<file path="src/rtl/cle_pkg.sv">
package cle_pkg;
    localparam int NPTS    = 6;
    localparam int LEN_W   = 8;
    localparam int MET_W   = 12;
    localparam int WORD_W  = 16;
    localparam int FRAC_W  = 3;
    localparam int MTR_W   = 11;
    localparam int IDX_W   = 3;
    localparam int GRP_W   = 2;
    localparam int ADDR_W  = IDX_W + GRP_W;
    localparam int PROD_W  = MET_W + LEN_W;
    localparam int NUM_W   = PROD_W + FRAC_W;
    localparam int SUM_W   = MTR_W + 1;
    localparam int LATENCY = NUM_W + 2;

    typedef logic [LEN_W-1:0] len_t;
    typedef logic [MET_W-1:0] met_t;

    typedef enum logic [GRP_W-1:0] {
        GRP_LEN  = 2'd0,
        GRP_LO   = 2'd1,
        GRP_HI   = 2'd2,
        GRP_NONE = 2'd3
    } grp_e;

    typedef enum logic [1:0] {
        ST_IDLE = 2'd0,
        ST_SRCH = 2'd1,
        ST_DIV  = 2'd2,
        ST_HOLD = 2'd3
    } est_state_e;

    typedef struct packed {
        len_t base;
        len_t span;
        logic neg;
        met_t dm;
        met_t dmax;
    } seg_t;

    function automatic len_t len_diff(len_t a, len_t b);
        return (a >= b) ? len_t'(a - b) : len_t'(b - a);
    endfunction
endpackage

</file>
<file path="src/rtl/cle_cal_regs.sv">
module cle_cal_regs
    import cle_pkg::*;
(
    input  logic                        clk,
    input  logic                        rst,
    input  logic                        wr_en,
    input  logic [ADDR_W-1:0]           wr_addr,
    input  logic [WORD_W-1:0]           wr_data,
    output logic [NPTS-1:0][LEN_W-1:0]  lens,
    output logic [NPTS-1:0][MET_W-1:0]  met_lo,
    output logic [NPTS-1:0][MET_W-1:0]  met_hi
);
    grp_e             grp;
    logic [IDX_W-1:0] idx;
    logic             unused_top;

    assign grp        = grp_e'(wr_addr[ADDR_W-1:IDX_W]);
    assign idx        = wr_addr[IDX_W-1:0];
    assign unused_top = ^wr_data[WORD_W-1:MET_W];

    always_ff @(posedge clk) begin
        if (rst) begin
            lens   <= '0;
            met_lo <= '0;
            met_hi <= '0;
        end else if (wr_en) begin
            for (int p = 0; p < NPTS; p++) begin
                if (idx == IDX_W'(p)) begin
                    case (grp)
                        GRP_LEN: lens[p]   <= wr_data[LEN_W-1:0];
                        GRP_LO:  met_lo[p] <= wr_data[MET_W-1:0];
                        GRP_HI:  met_hi[p] <= wr_data[MET_W-1:0];
                        default: ;
                    endcase
                end
            end
        end
    end
endmodule

</file>
<file path="src/rtl/cle_settle_timer.sv">
module cle_settle_timer #(
    parameter int unsigned SETTLE_CYC = 300000
) (
    input  logic clk,
    input  logic rst,
    input  logic link_up,
    output logic settled
);
    localparam int CW = $clog2(SETTLE_CYC + 1);

    logic [CW-1:0] cnt;

    always_ff @(posedge clk) begin
        if (rst || !link_up)
            cnt <= '0;
        else if (cnt != CW'(SETTLE_CYC))
            cnt <= cnt + CW'(1);
    end

    assign settled = (cnt == CW'(SETTLE_CYC));
endmodule

</file>
<file path="src/rtl/cle_seg_search.sv">
module cle_seg_search
    import cle_pkg::*;
(
    input  met_t                        code,
    input  logic [NPTS-1:0][LEN_W-1:0]  lens,
    input  logic [NPTS-1:0][MET_W-1:0]  mets,
    output seg_t                        seg
);
    logic [NPTS-2:0] hit;

    for (genvar g = 0; g < NPTS - 1; g++) begin : g_seg
        assign hit[g] = (mets[g+1] > mets[g]) &&
                        (code >= mets[g]) && (code < mets[g+1]);
    end

    always_comb begin
        seg.base = lens[NPTS-1];
        seg.span = '0;
        seg.neg  = 1'b0;
        seg.dm   = '0;
        seg.dmax = met_t'(1);
        if (code <= mets[0]) begin
            seg.base = lens[0];
        end else begin
            for (int i = NPTS - 2; i >= 0; i--) begin
                if (hit[i]) begin
                    seg.base = lens[i];
                    seg.span = len_diff(lens[i+1], lens[i]);
                    seg.neg  = (lens[i+1] < lens[i]);
                    seg.dm   = code - mets[i];
                    seg.dmax = mets[i+1] - mets[i];
                end
            end
        end
    end
endmodule

</file>
<file path="src/rtl/cle_divider.sv">
module cle_divider #(
    parameter int NW = 23,
    parameter int DW = 12
) (
    input  logic          clk,
    input  logic          rst,
    input  logic          abort,
    input  logic          start,
    input  logic [NW-1:0] num,
    input  logic [DW-1:0] den,
    output logic [NW-1:0] quo,
    output logic          fin
);
    localparam int CNT_W = $clog2(NW);

    logic [DW:0]      rem;
    logic [DW-1:0]    den_r;
    logic [CNT_W-1:0] step;
    logic             run;
    logic [DW:0]      trial;
    logic             take;

    assign trial = {rem[DW-1:0], quo[NW-1]};
    assign take  = (trial >= {1'b0, den_r});

    always_ff @(posedge clk) begin
        if (rst || abort) begin
            rem   <= '0;
            den_r <= '0;
            quo   <= '0;
            step  <= '0;
            run   <= 1'b0;
            fin   <= 1'b0;
        end else if (start) begin
            rem   <= '0;
            den_r <= den;
            quo   <= num;
            step  <= '0;
            run   <= 1'b1;
            fin   <= 1'b0;
        end else if (run) begin
            rem  <= take ? (trial - {1'b0, den_r}) : trial;
            quo  <= {quo[NW-2:0], take};
            step <= step + CNT_W'(1);
            if (step == CNT_W'(NW - 1)) begin
                run <= 1'b0;
                fin <= 1'b1;
            end
        end else begin
            fin <= 1'b0;
        end
    end
endmodule

</file>
<file path="src/rtl/cle_len_est.sv">
module cle_len_est
    import cle_pkg::*;
#(
    parameter int unsigned SETTLE_CYC = 300000
) (
    input  logic              clk,
    input  logic              rst,
    input  logic              wr_en,
    input  logic [ADDR_W-1:0] wr_addr,
    input  logic [WORD_W-1:0] wr_data,
    input  logic              link_up,
    input  logic              amp_hi,
    input  logic              metric_valid,
    input  logic [WORD_W-1:0] metric_in,
    output logic [WORD_W-1:0] result
);
    logic [NPTS-1:0][LEN_W-1:0] lens;
    logic [NPTS-1:0][MET_W-1:0] met_lo;
    logic [NPTS-1:0][MET_W-1:0] met_hi;
    logic [NPTS-1:0][MET_W-1:0] met_sel;

    est_state_e        state;
    met_t              code_r;
    logic              hi_r;
    len_t              base_r;
    len_t              span_r;
    logic              neg_r;
    logic              done_r;
    logic [MTR_W-1:0]  meters_r;

    logic              settled;
    seg_t              seg_w;
    logic [PROD_W-1:0] prod;
    logic [NUM_W-1:0]  div_num;
    logic [NUM_W-1:0]  div_quo;
    logic              div_fin;
    logic              in_srch;
    logic [SUM_W-1:0]  base8;
    logic [SUM_W-1:0]  quo_s;
    logic [SUM_W-1:0]  mtr_sum;
    logic              unused_bits;

    cle_cal_regs u_regs (
        .clk     (clk),
        .rst     (rst),
        .wr_en   (wr_en),
        .wr_addr (wr_addr),
        .wr_data (wr_data),
        .lens    (lens),
        .met_lo  (met_lo),
        .met_hi  (met_hi)
    );

    cle_settle_timer #(.SETTLE_CYC(SETTLE_CYC)) u_timer (
        .clk     (clk),
        .rst     (rst),
        .link_up (link_up),
        .settled (settled)
    );

    assign met_sel = hi_r ? met_hi : met_lo;

    cle_seg_search u_search (
        .code (code_r),
        .lens (lens),
        .mets (met_sel),
        .seg  (seg_w)
    );

    assign in_srch = (state == ST_SRCH);
    assign prod    = {{LEN_W{1'b0}}, seg_w.dm} * {{MET_W{1'b0}}, seg_w.span};
    assign div_num = {prod, {FRAC_W{1'b0}}};

    cle_divider #(.NW(NUM_W), .DW(MET_W)) u_div (
        .clk   (clk),
        .rst   (rst),
        .abort (!link_up),
        .start (in_srch),
        .num   (div_num),
        .den   (seg_w.dmax),
        .quo   (div_quo),
        .fin   (div_fin)
    );

    assign base8       = {1'b0, base_r, {FRAC_W{1'b0}}};
    assign quo_s       = div_quo[SUM_W-1:0];
    assign mtr_sum     = neg_r ? (base8 - quo_s) : (base8 + quo_s);
    assign unused_bits = ^{div_quo[NUM_W-1:SUM_W], mtr_sum[SUM_W-1], metric_in[WORD_W-MET_W-1:0]};

    always_ff @(posedge clk) begin
        if (rst || !link_up) begin
            state    <= ST_IDLE;
            code_r   <= '0;
            hi_r     <= 1'b0;
            base_r   <= '0;
            span_r   <= '0;
            neg_r    <= 1'b0;
            done_r   <= 1'b0;
            meters_r <= '0;
        end else begin
            case (state)
                ST_IDLE: begin
                    if (settled && metric_valid) begin
                        code_r <= metric_in[WORD_W-1:WORD_W-MET_W];
                        hi_r   <= amp_hi;
                        state  <= ST_SRCH;
                    end
                end
                ST_SRCH: begin
                    base_r <= seg_w.base;
                    span_r <= seg_w.span;
                    neg_r  <= seg_w.neg;
                    state  <= ST_DIV;
                end
                ST_DIV: begin
                    if (div_fin) begin
                        meters_r <= mtr_sum[MTR_W-1:0];
                        done_r   <= 1'b1;
                        state    <= ST_HOLD;
                    end
                end
                default: ;
            endcase
        end
    end

    assign result = {done_r, {(WORD_W-MTR_W-1){1'b0}}, meters_r};
endmodule

</file>
<file path="config.mk">
export PLATFORM = sky130hd
export DESIGN_NAME = cle_len_est
export DESIGN_NICKNAME = d
export VERILOG_FILES = /design/src/rtl/cle_pkg.sv /design/src/rtl/cle_cal_regs.sv /design/src/rtl/cle_settle_timer.sv /design/src/rtl/cle_seg_search.sv /design/src/rtl/cle_divider.sv /design/src/rtl/cle_len_est.sv
export SDC_FILE = /design/constraint.sdc
export NUM_CORES = 2
export LEC_CHECK = 0
export ABC_AREA = 0
export BUFFER_PORTS_ARGS = -buffer_cell sky130_fd_sc_hd__buf_4
export CAP_MARGIN = 30
export CORE_MARGIN = 3
export CORE_UTILIZATION = 46
export CTS_CLUSTER_DIAMETER = 50
export DETAILED_ROUTE_END_ITERATION = 10
export PLACE_DENSITY_LB_ADDON = 0.2
export SYNTH_ARGS = -nofsm -noshare
export SYNTH_HDL_FRONTEND = slang
export SYNTH_HIERARCHICAL = 1
export SYNTH_SLANG_ARGS = --single-unit
</file>
<file path="constraint.sdc">
create_clock -name clk -period 20.4 [get_ports clk]
set_input_delay 2.04 -clock clk [delete_from_list [all_inputs] [get_ports clk]]
set_output_delay 2.04 -clock clk [all_outputs]
set_load 0.05 [all_outputs]
</file>
==> metrics.csv <==
stage,metric,value,unit
cells_and_area,nets,3651,
grt,grt_use_met1,33.02,%
cts,htreeDepth,2,
floorplan,core_area,59350,µm²
floorplan,dieArea,63290,µm²
sta,rsz0062_at_grt,no,
power,p_per_area,49.04,nW/µm²
route,post_drt_via_cell_ratio,5.788,
floorplan,die_w,251.6,µm
sta,worst_pin_slew,1022,ps
sta,period_minus_slack,10500,ps
cells_and_area,finalInstanceArea,30030,µm²
yosys,synth_edf_count,0,
yosys,avgSynthCellArea,8.483,µm²
yosys,yosysWarnings,6,
yosys,synth_seq_area_share,21.72,%
yosys,synthArstFlopShare,0,%
sta,finalSetupTns,0,ps
grt,grt_use_total,25.21,%
cells_and_area,syn_to_final_growth,8.236,%
grt,grt_max_degree,104,
cts,ctsHoldBuffers,0,
worst_setup_path,rrSetupSlack,9900,ps
yosys,synth.area.top_cells,"dfxtp_1 (22%), ha_1 (13%), mux2i_1 (9.9%)",
yosys,synth-seq-cells,301,
route,drt_iter0_drc,1708,
sta,finalClockSkew,23.83,ps
placement,placed_area,28620,µm²
placement,place_ws,10060,ps
placement,gp_congestion,0.9473,
floorplan,initial_core_util,46.74,%
power,p_total,1.472,mW
yosys,syn-cell-area,27740,µm²
route,vias,23420,
yosys,synthDistinctLibCells,99,
sta,final-max-slew-violation-count,0,
worst_setup_path,reg2reg_depth,31,
hold_path,min_path_cells,2,
floorplan,die_h,251.6,µm
worst_setup_path,crit_type,reg2reg,
sta,period_share,51.45,%
cells_and_area,final_cell_mix,"dfxtp_1 (299), inv_1 (283), ha_1 (280)",
grt,antenna_found_initial,1,
grt,met3_usage,3.659,%
cts,post-cts-setup-buffer-count,0,
worst_setup_path,cpMaxStageDelayCell,o221ai_1,
worst_setup_path,crit_required,20820,ps
worst_setup_path,r2r_start,hi_r,
cts,cts_buffer_depth,3,
cts,cts.repair.resized,0,
route,antenna_left,0,
route,drt-wirelength-per-cell,20.08,µm
grt,grt_pass1_vias,23300,
sta,finalWorstSetupSlack,9904,ps
sta,finalHoldViolCount,0,
cts,numClockSinks,301,
worst_setup_path,start_kind,flop,
grt,overflow,0,
worst_setup_path,r2r_end,u_div/quo[19],
cells_and_area,fin_cells,4046,
power,power_leakage,13.23,nW
route,drc_errors,0,
outcome,outcome,finished clean,
grt,use_met2,42.20,%
yosys,synth_ff_type,dfxtp_1,
power,ir_drop,65.99,µV
placement,io_buffer_count,46,
hold_path,hold_start,meters_r[6],
worst_setup_path,arrival,10920,ps
cells_and_area,n_fill_cell,5616,
route,routed_wl,81250,µm
route,dr.pass1.iters,6,
cts,numCtsBuffers,40,
floorplan,ios,59,
worst_setup_path,path_max_fanout,46,
sta,relSlewSlack,31.85,%
cts,cts_tree,done,
grt,busiest_layer,met2,
cells_and_area,drive_above_1_share,9.074,%
cells_and_area,final_core_util,50.59,%
hold_path,hold_path_end,meters_r[6],
yosys,synth_top_area_cell,dfxtp_1,
worst_setup_path,cpPeakStageDelay,870,ps
cells_and_area,final_common_cell,dfxtp_1,
worst_setup_path,end_kind,flop,
placement,detailed_place_hpwl,62780,µm
worst_setup_path,crit_top_cell,fa_1,
yosys,synth_top_area_share,21.72,%
yosys,synth_cells,3270,
sta,setup_violations,0,
placement,place_inst,3975,
floorplan,num_rows,89,
cts,path_clk_slew,60,ps
grt,grt_pass1_wl,127600,µm
cells_and_area,diodes,0,
job,cap_violations,0,
hold_path,hp-class,reg2reg,
cts,cts-root-buf,clkbuf_16,
sta,holdWs,451.3,ps
sta,clock.fmax,95.27,MHz
cts,insertion_delay,560,ps
==> layout make-up <==
type	instances	area, µm²	share of cell area (%)
clock buffer	53	1162	3.871
sequential	301	6028	20.08
timing repair buffer	84	643.1	2.142
inverter	283	1062	3.538
multi-input combinational	2535	19930	66.37
tap	773	967.2	3.221
clock inverter	17	235.2	0.7834
==> layer usage <==
metal	vias up	part of all wire, %
met1	11190	45
met3	183	5.4
met2	657	46
met4	0	3.7
met5	-	0
li1	11390	-
==> cells in the mapped netlist, types with 24 or more instances <==
master and instances:
a211oi_1 37, a21o_1 47, a21oi_1 267, and2_1 86
buf_2 31, buf_4 24, clkbuf_1 89, dfxtp_1 301
fa_1 82, ha_1 281, inv_1 283, mux2_2 80
mux2i_1 273, nand2_1 168, nand2b_1 223, nand3_1 39
nand4_1 44, nor2_1 187, nor2b_1 29, nor3_1 53
o211ai_1 25, o21ai_0 129, o221ai_1 27, xnor2_1 99
xor2_1 61
==> sequential cells by signal, indices dropped and copies added (netlist names), 2 cells and up <==
name           count
u_div/step         5
base_r             8
meters_r          11
u_regs/met_lo     72
u_div/rem         12
u_div/quo         23
state              2
u_regs/met_hi     72
u_timer/cnt       19
code_r            12
u_regs/lens       48
u_div/den_r       12
==> critical path: cells and delay by family, from the launching register on <==
family / cells / cell delay (ps)
AO/OA/AOI/OAI: 11 / 3690
XOR/XNOR: 1 / 180
adder cells (fa/ha/maj): 7 / 2920
buffers and inverters: 6 / 1170
flip-flops: 1 / 790
multiplexers: 1 / 460
AND/OR/NAND/NOR: 5 / 1050
==> worst max path at each step <==
stage / slack, ps / start / to / cells after the start
detailed placement: 10060 / hi_r / u_div/quo[19] / 31
CTS: 10050 / hi_r / u_div/quo[19] / 31
floorplan: 12490 / hi_r / u_div/quo[22] / 33
global route: 9390 / hi_r / u_div/quo[19] / 31
finish: 9900 / hi_r / u_div/quo[19] / 31
global placement: 10190 / hi_r / u_div/quo[19] / 31
==> cell families after synthesis <==
family / Yosys count / synth area share [%]
flip-flops: 301 / 21.72
XOR/XNOR: 160 / 5.052
other: 1 / 0.01352
buffers and inverters: 440 / 6.536
adder cells (fa/ha/maj): 363 / 18.59
AO/OA/AOI/OAI: 729 / 17.21
multiplexers: 354 / 13.14
AND/OR/NAND/NOR: 922 / 17.74
==> report_power, final <==
group          internal, mW  total [mW]  switching, mW  leakage (nW)
sequential            0.591       0.593        0.00225          2.43
combinational        0.0561       0.144         0.0883          10.1
clock                 0.455       0.735          0.280         0.673
Power figures use the tool's default switching activity.
